[config.mk]
export PLATFORM = sky130hd
export DESIGN_NAME = rf_toggle_energy_monitor
export DESIGN_NICKNAME = d
export VERILOG_FILES = /design/src/rtl/rte_pkg.sv /design/src/rtl/rte_rst_sync.sv /design/src/rtl/rte_rd_lane.sv /design/src/rtl/rte_wr_lane.sv /design/src/rtl/rte_accum.sv /design/src/rtl/rf_toggle_energy_monitor.sv
export SDC_FILE = /design/constraint.sdc
export NUM_CORES = 2
export LEC_CHECK = 0
export ABC_AREA = 1
export BUFFER_PORTS_ARGS = -buffer_cell sky130_fd_sc_hd__buf_2
export CAP_MARGIN = 30
export CORE_ASPECT_RATIO = 0.9
export CORE_MARGIN = 3
export CORE_UTILIZATION = 25
export CTS_BUF_LIST = sky130_fd_sc_hd__clkbuf_4 sky130_fd_sc_hd__clkbuf_8
export DETAILED_ROUTE_END_ITERATION = 8
export HOLD_SLACK_MARGIN = 0.05
export PLACE_DENSITY = 0.46
export SYNTH_ARGS = -nofsm -noshare
export SYNTH_HDL_FRONTEND = slang
export SYNTH_SLANG_ARGS = --single-unit
[constraint.sdc]
create_clock -name clk -period 29.8 [get_ports clk]
set_clock_uncertainty 0.1 [all_clocks]
set_input_delay 2.98 -clock clk [delete_from_list [all_inputs] [get_ports clk]]
set_output_delay 2.98 -clock clk [all_outputs]
set_load 0.01 [all_outputs]
[src/rtl/rte_pkg.sv]
package rte_pkg;
  localparam int WORD_W = 32;
  localparam int CNT_W  = $clog2(WORD_W + 1);

  typedef logic [WORD_W-1:0] word_t;
  typedef logic [CNT_W-1:0]  cnt_t;

  function automatic cnt_t ones(word_t w);
    cnt_t c;
    c = '0;
    for (int b = 0; b < WORD_W; b++) c = c + cnt_t'(w[b]);
    return c;
  endfunction
endpackage

[src/rtl/rte_rst_sync.sv]
module rte_rst_sync (
  input  logic clk,
  input  logic rst_ni,
  output logic rst_no
);
  logic [1:0] stage_q;

  always_ff @(posedge clk or negedge rst_ni) begin
    if (!rst_ni) stage_q <= 2'b00;
    else         stage_q <= {stage_q[0], 1'b1};
  end

  assign rst_no = stage_q[1];
endmodule

[src/rtl/rte_rd_lane.sv]
module rte_rd_lane
  import rte_pkg::*;
(
  input  logic  clk,
  input  logic  rst_ni,
  input  logic  en,
  input  word_t data,
  output cnt_t  cnt
);
  word_t prev_q, prev_d;
  cnt_t  cnt_q, cnt_d;

  always_comb begin
    prev_d = prev_q;
    cnt_d  = '0;
    if (en) begin
      prev_d = data;
      cnt_d  = ones(data ^ prev_q);
    end
  end

  always_ff @(posedge clk or negedge rst_ni) begin
    if (!rst_ni) begin
      prev_q <= '0;
      cnt_q  <= '0;
    end else begin
      prev_q <= prev_d;
      cnt_q  <= cnt_d;
    end
  end

  assign cnt = cnt_q;

  a_r3_prev_load: assert property (@(posedge clk) disable iff (!rst_ni)
    en |=> (prev_q == $past(data)));
  a_r4_prev_hold: assert property (@(posedge clk) disable iff (!rst_ni)
    !en |=> $stable(prev_q));
  a_r4_no_read_cost: assert property (@(posedge clk) disable iff (!rst_ni)
    !en |=> (cnt_q == '0));
endmodule

[src/rtl/rte_wr_lane.sv]
module rte_wr_lane
  import rte_pkg::*;
(
  input  logic  clk,
  input  logic  rst_ni,
  input  logic  en,
  input  word_t new_w,
  input  word_t old_w,
  output cnt_t  cnt
);
  cnt_t cnt_q, cnt_d;

  always_comb begin
    cnt_d = '0;
    if (en) cnt_d = ones(new_w ^ old_w);
  end

  always_ff @(posedge clk or negedge rst_ni) begin
    if (!rst_ni) cnt_q <= '0;
    else         cnt_q <= cnt_d;
  end

  assign cnt = cnt_q;

  a_r6_no_write_cost: assert property (@(posedge clk) disable iff (!rst_ni)
    !en |=> (cnt_q == '0));
  a_r5_same_word_free: assert property (@(posedge clk) disable iff (!rst_ni)
    (en && (new_w == old_w)) |=> (cnt_q == '0));
endmodule

[src/rtl/rte_accum.sv]
module rte_accum
  import rte_pkg::*;
#(
  parameter int          NRD         = 8,
  parameter int          NWR         = 4,
  parameter int          ACC_W       = 48,
  parameter int unsigned BASE_COST   = 5,
  parameter int unsigned RD_BIT_COST = 3,
  parameter int unsigned WR_BIT_COST = 7
) (
  input  logic                 clk,
  input  logic                 rst_ni,
  input  logic [NRD*CNT_W-1:0] rd_cnt,
  input  logic [NWR*CNT_W-1:0] wr_cnt,
  output logic [ACC_W-1:0]     acc
);
  localparam logic [ACC_W-1:0] MAX_CYC =
    ACC_W'(NRD * WORD_W * RD_BIT_COST + NWR * WORD_W * WR_BIT_COST);

  logic [ACC_W-1:0] cyc_q, cyc_d, acc_q, acc_d;

  always_comb begin
    cyc_d = '0;
    for (int i = 0; i < NRD; i++)
      cyc_d = cyc_d + ACC_W'(rd_cnt[i*CNT_W +: CNT_W]) * ACC_W'(RD_BIT_COST);
    for (int j = 0; j < NWR; j++)
      cyc_d = cyc_d + ACC_W'(wr_cnt[j*CNT_W +: CNT_W]) * ACC_W'(WR_BIT_COST);
    acc_d = acc_q + ACC_W'(BASE_COST) + cyc_q;
  end

  always_ff @(posedge clk or negedge rst_ni) begin
    if (!rst_ni) begin
      cyc_q <= '0;
      acc_q <= '0;
    end else begin
      cyc_q <= cyc_d;
      acc_q <= acc_d;
    end
  end

  assign acc = acc_q;

  a_r7_cycle_bound: assert property (@(posedge clk) disable iff (!rst_ni)
    cyc_q <= MAX_CYC);
  a_r2_base_floor: assert property (@(posedge clk) disable iff (!rst_ni)
    rst_ni |=> ((acc_q - $past(acc_q)) >= ACC_W'(BASE_COST)));
endmodule

[src/rtl/rf_toggle_energy_monitor.sv]
module rf_toggle_energy_monitor
  import rte_pkg::*;
#(
  parameter int          NRD         = 8,
  parameter int          NWR         = 4,
  parameter int          ACC_W       = 48,
  parameter int unsigned BASE_COST   = 5,
  parameter int unsigned RD_BIT_COST = 3,
  parameter int unsigned WR_BIT_COST = 7
) (
  input  logic                  clk,
  input  logic                  rst_ni,
  input  logic [NRD-1:0]        rd_en,
  input  logic [NRD*WORD_W-1:0] rd_data,
  input  logic [NWR-1:0]        wr_en,
  input  logic [NWR*WORD_W-1:0] wr_new,
  input  logic [NWR*WORD_W-1:0] wr_old,
  output logic [ACC_W-1:0]      energy_acc
);
  logic                 rst_n_int;
  logic [NRD*CNT_W-1:0] rd_cnt;
  logic [NWR*CNT_W-1:0] wr_cnt;

  rte_rst_sync u_sync (.clk(clk), .rst_ni(rst_ni), .rst_no(rst_n_int));

  for (genvar i = 0; i < NRD; i++) begin : g_rd
    rte_rd_lane u_lane (
      .clk(clk), .rst_ni(rst_n_int), .en(rd_en[i]),
      .data(rd_data[i*WORD_W +: WORD_W]),
      .cnt(rd_cnt[i*CNT_W +: CNT_W])
    );
  end

  for (genvar j = 0; j < NWR; j++) begin : g_wr
    rte_wr_lane u_lane (
      .clk(clk), .rst_ni(rst_n_int), .en(wr_en[j]),
      .new_w(wr_new[j*WORD_W +: WORD_W]),
      .old_w(wr_old[j*WORD_W +: WORD_W]),
      .cnt(wr_cnt[j*CNT_W +: CNT_W])
    );
  end

  rte_accum #(
    .NRD(NRD), .NWR(NWR), .ACC_W(ACC_W), .BASE_COST(BASE_COST),
    .RD_BIT_COST(RD_BIT_COST), .WR_BIT_COST(WR_BIT_COST)
  ) u_acc (
    .clk(clk), .rst_ni(rst_n_int), .rd_cnt(rd_cnt), .wr_cnt(wr_cnt),
    .acc(energy_acc)
  );

  a_r1_reset_zero: assert property (@(posedge clk)
    !rst_n_int |-> (energy_acc == '0));
endmodule

* Yosys cells after proc, flatten, opt, wreduce, memory -nomap -nowiden
Cells that the tools add are included.
Cells by class: mux-type cells 12, add/subtract/negate cells 385, multiply operators 12, bitwise logic cells 12
Operator list (number):
- 6-bit by 1-bit adder with 6-bit output | 360
- 32-bit XOR | 12
- 48-bit by 8-bit adder with 48-bit output | 6
- 48-bit by 9-bit adder with 48-bit output | 4
- 6-bit two-way mux | 12
- 6-bit by 2-bit multiplier with 8-bit output, second input constant | 8
- 48-bit by 3-bit adder with 48-bit output, second input constant | 1
- 48-bit adder | 1
- 6-bit by 3-bit multiplier with 9-bit output, second input constant | 4
- 1-bit by 1-bit adder with 2-bit output | 12
- 8-bit by 8-bit adder with 9-bit output | 1
Word-level totals: input bits 526, flip-flop bits (word level) 426, word-level logic and storage cells 444

* Logic depth before layout (Yosys ltp)
depth after elaboration 33, depth in mapped cells 25, gate-level depth less buffers 25

* Hierarchy
From an unflattened synthesis, not the netlist that was laid out.
Unflattened totals: cell total of the unflattened synthesis 3396, area, all modules 33174.3 um2
Modules (own cells, without submodules):
- rte_rd_lane at g_rd[0].u_lane ... | area an instance 2444.8 um2, cells an instance 261, sequential area each 950.9 um2, times used 4
- rte_accum | area an instance 8784.7 um2, cells an instance 1058, sequential area each 1526.5 um2, times used 1
- rte_rd_lane at g_rd[5].u_lane ... | area an instance 2446.1 um2, cells an instance 186, sequential area each 950.9 um2, times used 3
- rte_wr_lane | area an instance 1193.6 um2, cells an instance 118, sequential area each 150.1 um2, times used 4
- rte_rd_lane at g_rd[2].u_lane | area an instance 2443.6 um2, cells an instance 261, sequential area each 950.9 um2, times used 1
- rte_rst_sync | area an instance 53.8 um2, cells an instance 3, sequential area each 50.0 um2, times used 1

* Least setup slack after synthesis
Ideal clock, no wire load.
path kind in2reg, start point input rd_data[0], end point register g_rd[0].u_lane.cnt_q[4], path buffers 0, stages 15, setup slack 21.765 ns, data arrival time 7.803 ns, cells stage by stage xor2_1 > ha_1 > fa_1 > fa_1 > fa_1 > fa_1 > fa_1 > fa_1 > inv_1 > fa_1 > fa_1 > o21ai_0 > a21oi_1 > xor2_1 > nor2_1
Between the ends: cells in the longest elaborated chain, start to end 33
Ends and longest elaborated chain:
- start, declared | line rf_toggle_energy_monitor.sv:14 | input logic [NRD*WORD_W-1:0] rd_data,
- 32-bit XOR | line rte_rd_lane.sv:18 | cnt_d = ones(data ^ prev_q);
- 1-bit by 1-bit adder with 2-bit output | line rte_pkg.sv:11 | for (int b = 0; b < WORD_W; b++) c = c + cnt_t'(w[b]);
- 6-bit by 1-bit adder with 6-bit output (30 in series) | line rte_pkg.sv:11
- 6-bit two-way mux | line rte_rd_lane.sv:16 | if (en) begin
- via g_rd[0].u_lane.cnt_d[4] | line rte_rd_lane.sv:11 | cnt_t cnt_q, cnt_d;
- end signal, assigned | line rte_rd_lane.sv:28 | cnt_q <= cnt_d;
- end, declared | line rte_rd_lane.sv:11
The timed path passes the listed nets, and every way through them passes these cells. A chain may end at the register's enable or synchronous reset.

* Final worst setup path
start point input rd_data[193], end point register g_rd[6].u_lane.cnt_q[4]
Between the ends: cells in the longest elaborated chain, start to end 33
Ends and longest elaborated chain (line):
- 32-bit XOR | rte_rd_lane.sv:18
- 1-bit by 1-bit adder with 2-bit output | rte_pkg.sv:11
- 6-bit by 1-bit adder with 6-bit output (30 in series) | rte_pkg.sv:11
- 6-bit two-way mux | rte_rd_lane.sv:16
- via g_rd[6].u_lane.cnt_d[4] | rte_rd_lane.sv:11
- end signal, assigned | rte_rd_lane.sv:28
- end, declared | rte_rd_lane.sv:11
The timed path passes the listed nets, and every way through them passes these cells.

==> flow_summary.json <==
{
  "cts-root-buf": "clkbuf_8",
  "synth_xor_area_frac": 0.118,
  "ys_warn_count": 0,
  "worstPathMaxFanout": 3,
  "ys_ff_latch": 391,
  "max_cap_viol_count": 0,
  "core_area_um2": 128000,
  "hold_buffers": 0,
  "slew_headroom": 0.369,
  "grt_pass1_wl_um": 142000,
  "routedWlPerCell_um": 15.3,
  "dpl.hpwl_um": 73100,
  "seq_area_um2": 9790,
  "dieHeight_um": 347,
  "critPathLaunchType": "input port",
  "worst_path_max_delay_cell": "fa_1",
  "fmax_mhz": 131,
  "synthMuxAreaShare": 0,
  "worstMarginPinSlew_ns": 0.947,
  "final_nets": 5147,
  "syn_to_final_growth_pct": 20.9,
  "cp-end-kind": "flip-flop",
  "yosysTopAreaCell": "dfrtp_1",
  "critPathTopFamily": "adder cells",
  "n_fill_cell": 13400,
  "grt_use_total": 0.138,
  "boundaryPins": 574,
  "ant_nets": 0,
  "rsz0062_at_grt": "false",
  "ys_top_cells_by_area": "dfrtp_1 30%, fa_1 27%, nand2_1 12%",
  "post_cts_buffers": 0,
  "drt_iter0_drc": 917,
  "mostFrequentLayoutCells": "1000 x nand2_1, 573 x buf_2, 533 x inv_1, 434 x fa_1, 390 x dfrtp_1",
  "synth_top_family_by_area": "adder cells",
  "yosys.area_share.simple": 0.150,
  "hold_viol_final": 0,
  "yosysTopAreaCellShare": 0.303,
  "portBuffers": 573,
  "firstDrtPassIters": 5,
  "final.min_clock_period_ns": 7.61,
  "fin_util": 0.306,
  "crit_arrival_ns": 8.18,
  "avgSynthCellArea_um2": 9.53,
  "vias_per_cell": 3.93,
  "fp.dieArea_um2": 134000,
  "status": "finished clean",
  "synth_cells": 3394,
  "antenna_found_initial": 28,
  "final_common_cell": "nand2_1",
  "multi_input_area_um2": 20300,
  "num_rows": 124,
  "max_stage_delay_ns": 0.55,
  "worstPathRequired_ns": 30.37,
  "globalplace.congestion": 0.869,
  "synth.distinct_cells": 32,
  "grt-ovfl-total": 0,
  "ys_seq_area_frac": 0.303,
  "cts_tree": "yes",
  "layout-drive-gt1-share": 0.188,
  "vias": 22700,
  "finalSetupTns_ns": 0,
  "finalSetupViolations": 0,
  "cp_common_cell": "fa_1",
  "cts_made_buffers": 80,
  "crit_buf_inv": 2,
  "dieWidth_um": 385,
  "slew_violations": 0,
  "clk-insertion-delay-late_ns": 0.74,
  "grt_pass1_vias": 25000,
  "synth_compound_area_frac": 0.0218,
  "finalWirelength_um": 88600,
  "h-tree-depth": 3,
  "drc": 0,
  "critical_path_class": "input port to flip-flop",
  "synthAdderAreaFrac": 0.338,
  "path_clk_slew_ns": 0.05,
  "fin_cells": 5782,
  "ctsResizeCount": 0,
  "initial_core_util": 0.253,
  "crit_chain": "buf_2 > xor2_1 > ha_1 > fa_1 > fa_1 > fa_1 > fa_1 > fa_1 > fa_1 > inv_1 > fa_1 > fa_1 > o21ai_0 > a21oi_1 > xor2_1 > nor2_1",
  "grt_max_degree": 152,
  "clkSinkCount": 391,
  "hold_path.class": "flip-flop to flip-flop",
  "regToRegSetupSlack_ns": 23.59,
  "fin_hold_ws_ns": 0.257,
  "synth_area_um2": 32300,
  "synthesis.nets": 4532,
  "clk_path_buf_depth": 3,
  "post-place-cells": 5628,
  "min_period_over_period": 0.255
}
## area by class of cell
| type | instances | share of cell area |
|---|---|---|
| multi-input combinational | 2401 | 0.519 |
| sequential | 391 | 0.251 |
| timing repair buffer | 589 | 0.0794 |
| tap | 1701 | 0.0545 |
| inverter | 546 | 0.0525 |
| clock buffer | 122 | 0.0391 |
| clock inverter | 14 | 0.00371 |
| antenna | 18 | 0.00115 |
## logic make-up (layout without fill, tap and decap cells)
kind of cell | count (synthesis) | after routing
AND/OR/NAND/NOR | 1226 | 1226
adder cells (fa/ha/maj) | 612 | 612
buffers and inverters | 602 | 1271
XOR/XNOR | 434 | 434
flip-flops | 391 | 391
AO/OA/AOI/OAI | 128 | 128
other | 1 | 19
## final timing paths
kind | to | from | cells after the start
worst min register to register | u_sync.stage_q[1]$_DFF_PN0_ | u_sync.stage_q[0]$_DFF_PN0_ | 0
min in group asynchronous | g_rd[0].u_lane.prev_q[26]$_DFFE_PN0P_ | u_sync.stage_q[1]$_DFF_PN0_ | 0
worst max register to register | u_acc.cyc_q[12]$_DFF_PN0_ | g_rd[0].u_lane.cnt[1]$_DFF_PN0_ | 25
worst max-delay path | g_rd[6].u_lane.cnt[4]$_DFF_PN0_ | rd_data[193] | 16
worst min-delay path | u_sync.stage_q[1]$_DFF_PN0_ | u_sync.stage_q[0]$_DFF_PN0_ | 0
max in group asynchronous | g_rd[2].u_lane.prev_q[18]$_DFFE_PN0P_ | u_sync.stage_q[1]$_DFF_PN0_ | 4
## sequential cells by signal, summed over array words and instances, names as in the netlist
name and count:
g_rd.u_lane.prev_q 256, u_acc.acc 48, g_wr.u_lane.cnt 24, g_rd.u_lane.cnt 48, u_sync.stage_q 2, u_acc.cyc_q 13
## metrics by stage
stage                     area (um^2)  worst slack (ns)
after floorplan                 32300             18.00
after global placement          37200             21.42
after detailed placement        37400             21.39
after CTS                       39000             22.27
after global routing            39000             22.01
final                           39100             22.19
## synth_stat cells (all sizes together)
master / number
a211oi: 12
a21o: 1
a21oi: 55
clkbuf: 56
clkinv: 9
conb: 1
dfrtp: 391
fa: 434
ha: 178
inv: 537
nand2: 1004
nand3: 59
nand3b: 7
nand4: 11
nor2: 131
nor3: 13
o211ai: 2
o21ai: 52
o21bai: 5
o221ai: 1
or2: 1
xnor2: 113
xor2: 321
## per-layer routing
metal | wire, um | GRT usage | vias up
met5 | 184 | 0 | -
met4 | 1770 | 0.0342 | 24
met3 | 5200 | 0.0362 | 127
met2 | 43300 | 0.234 | 435
met1 | 38200 | 0.173 | 10800
li1 | - | - | 11400
Power is left out: the tool's default activity adds up to more than one toggle a clock period on the data nets, which glitch-free logic cannot reach.
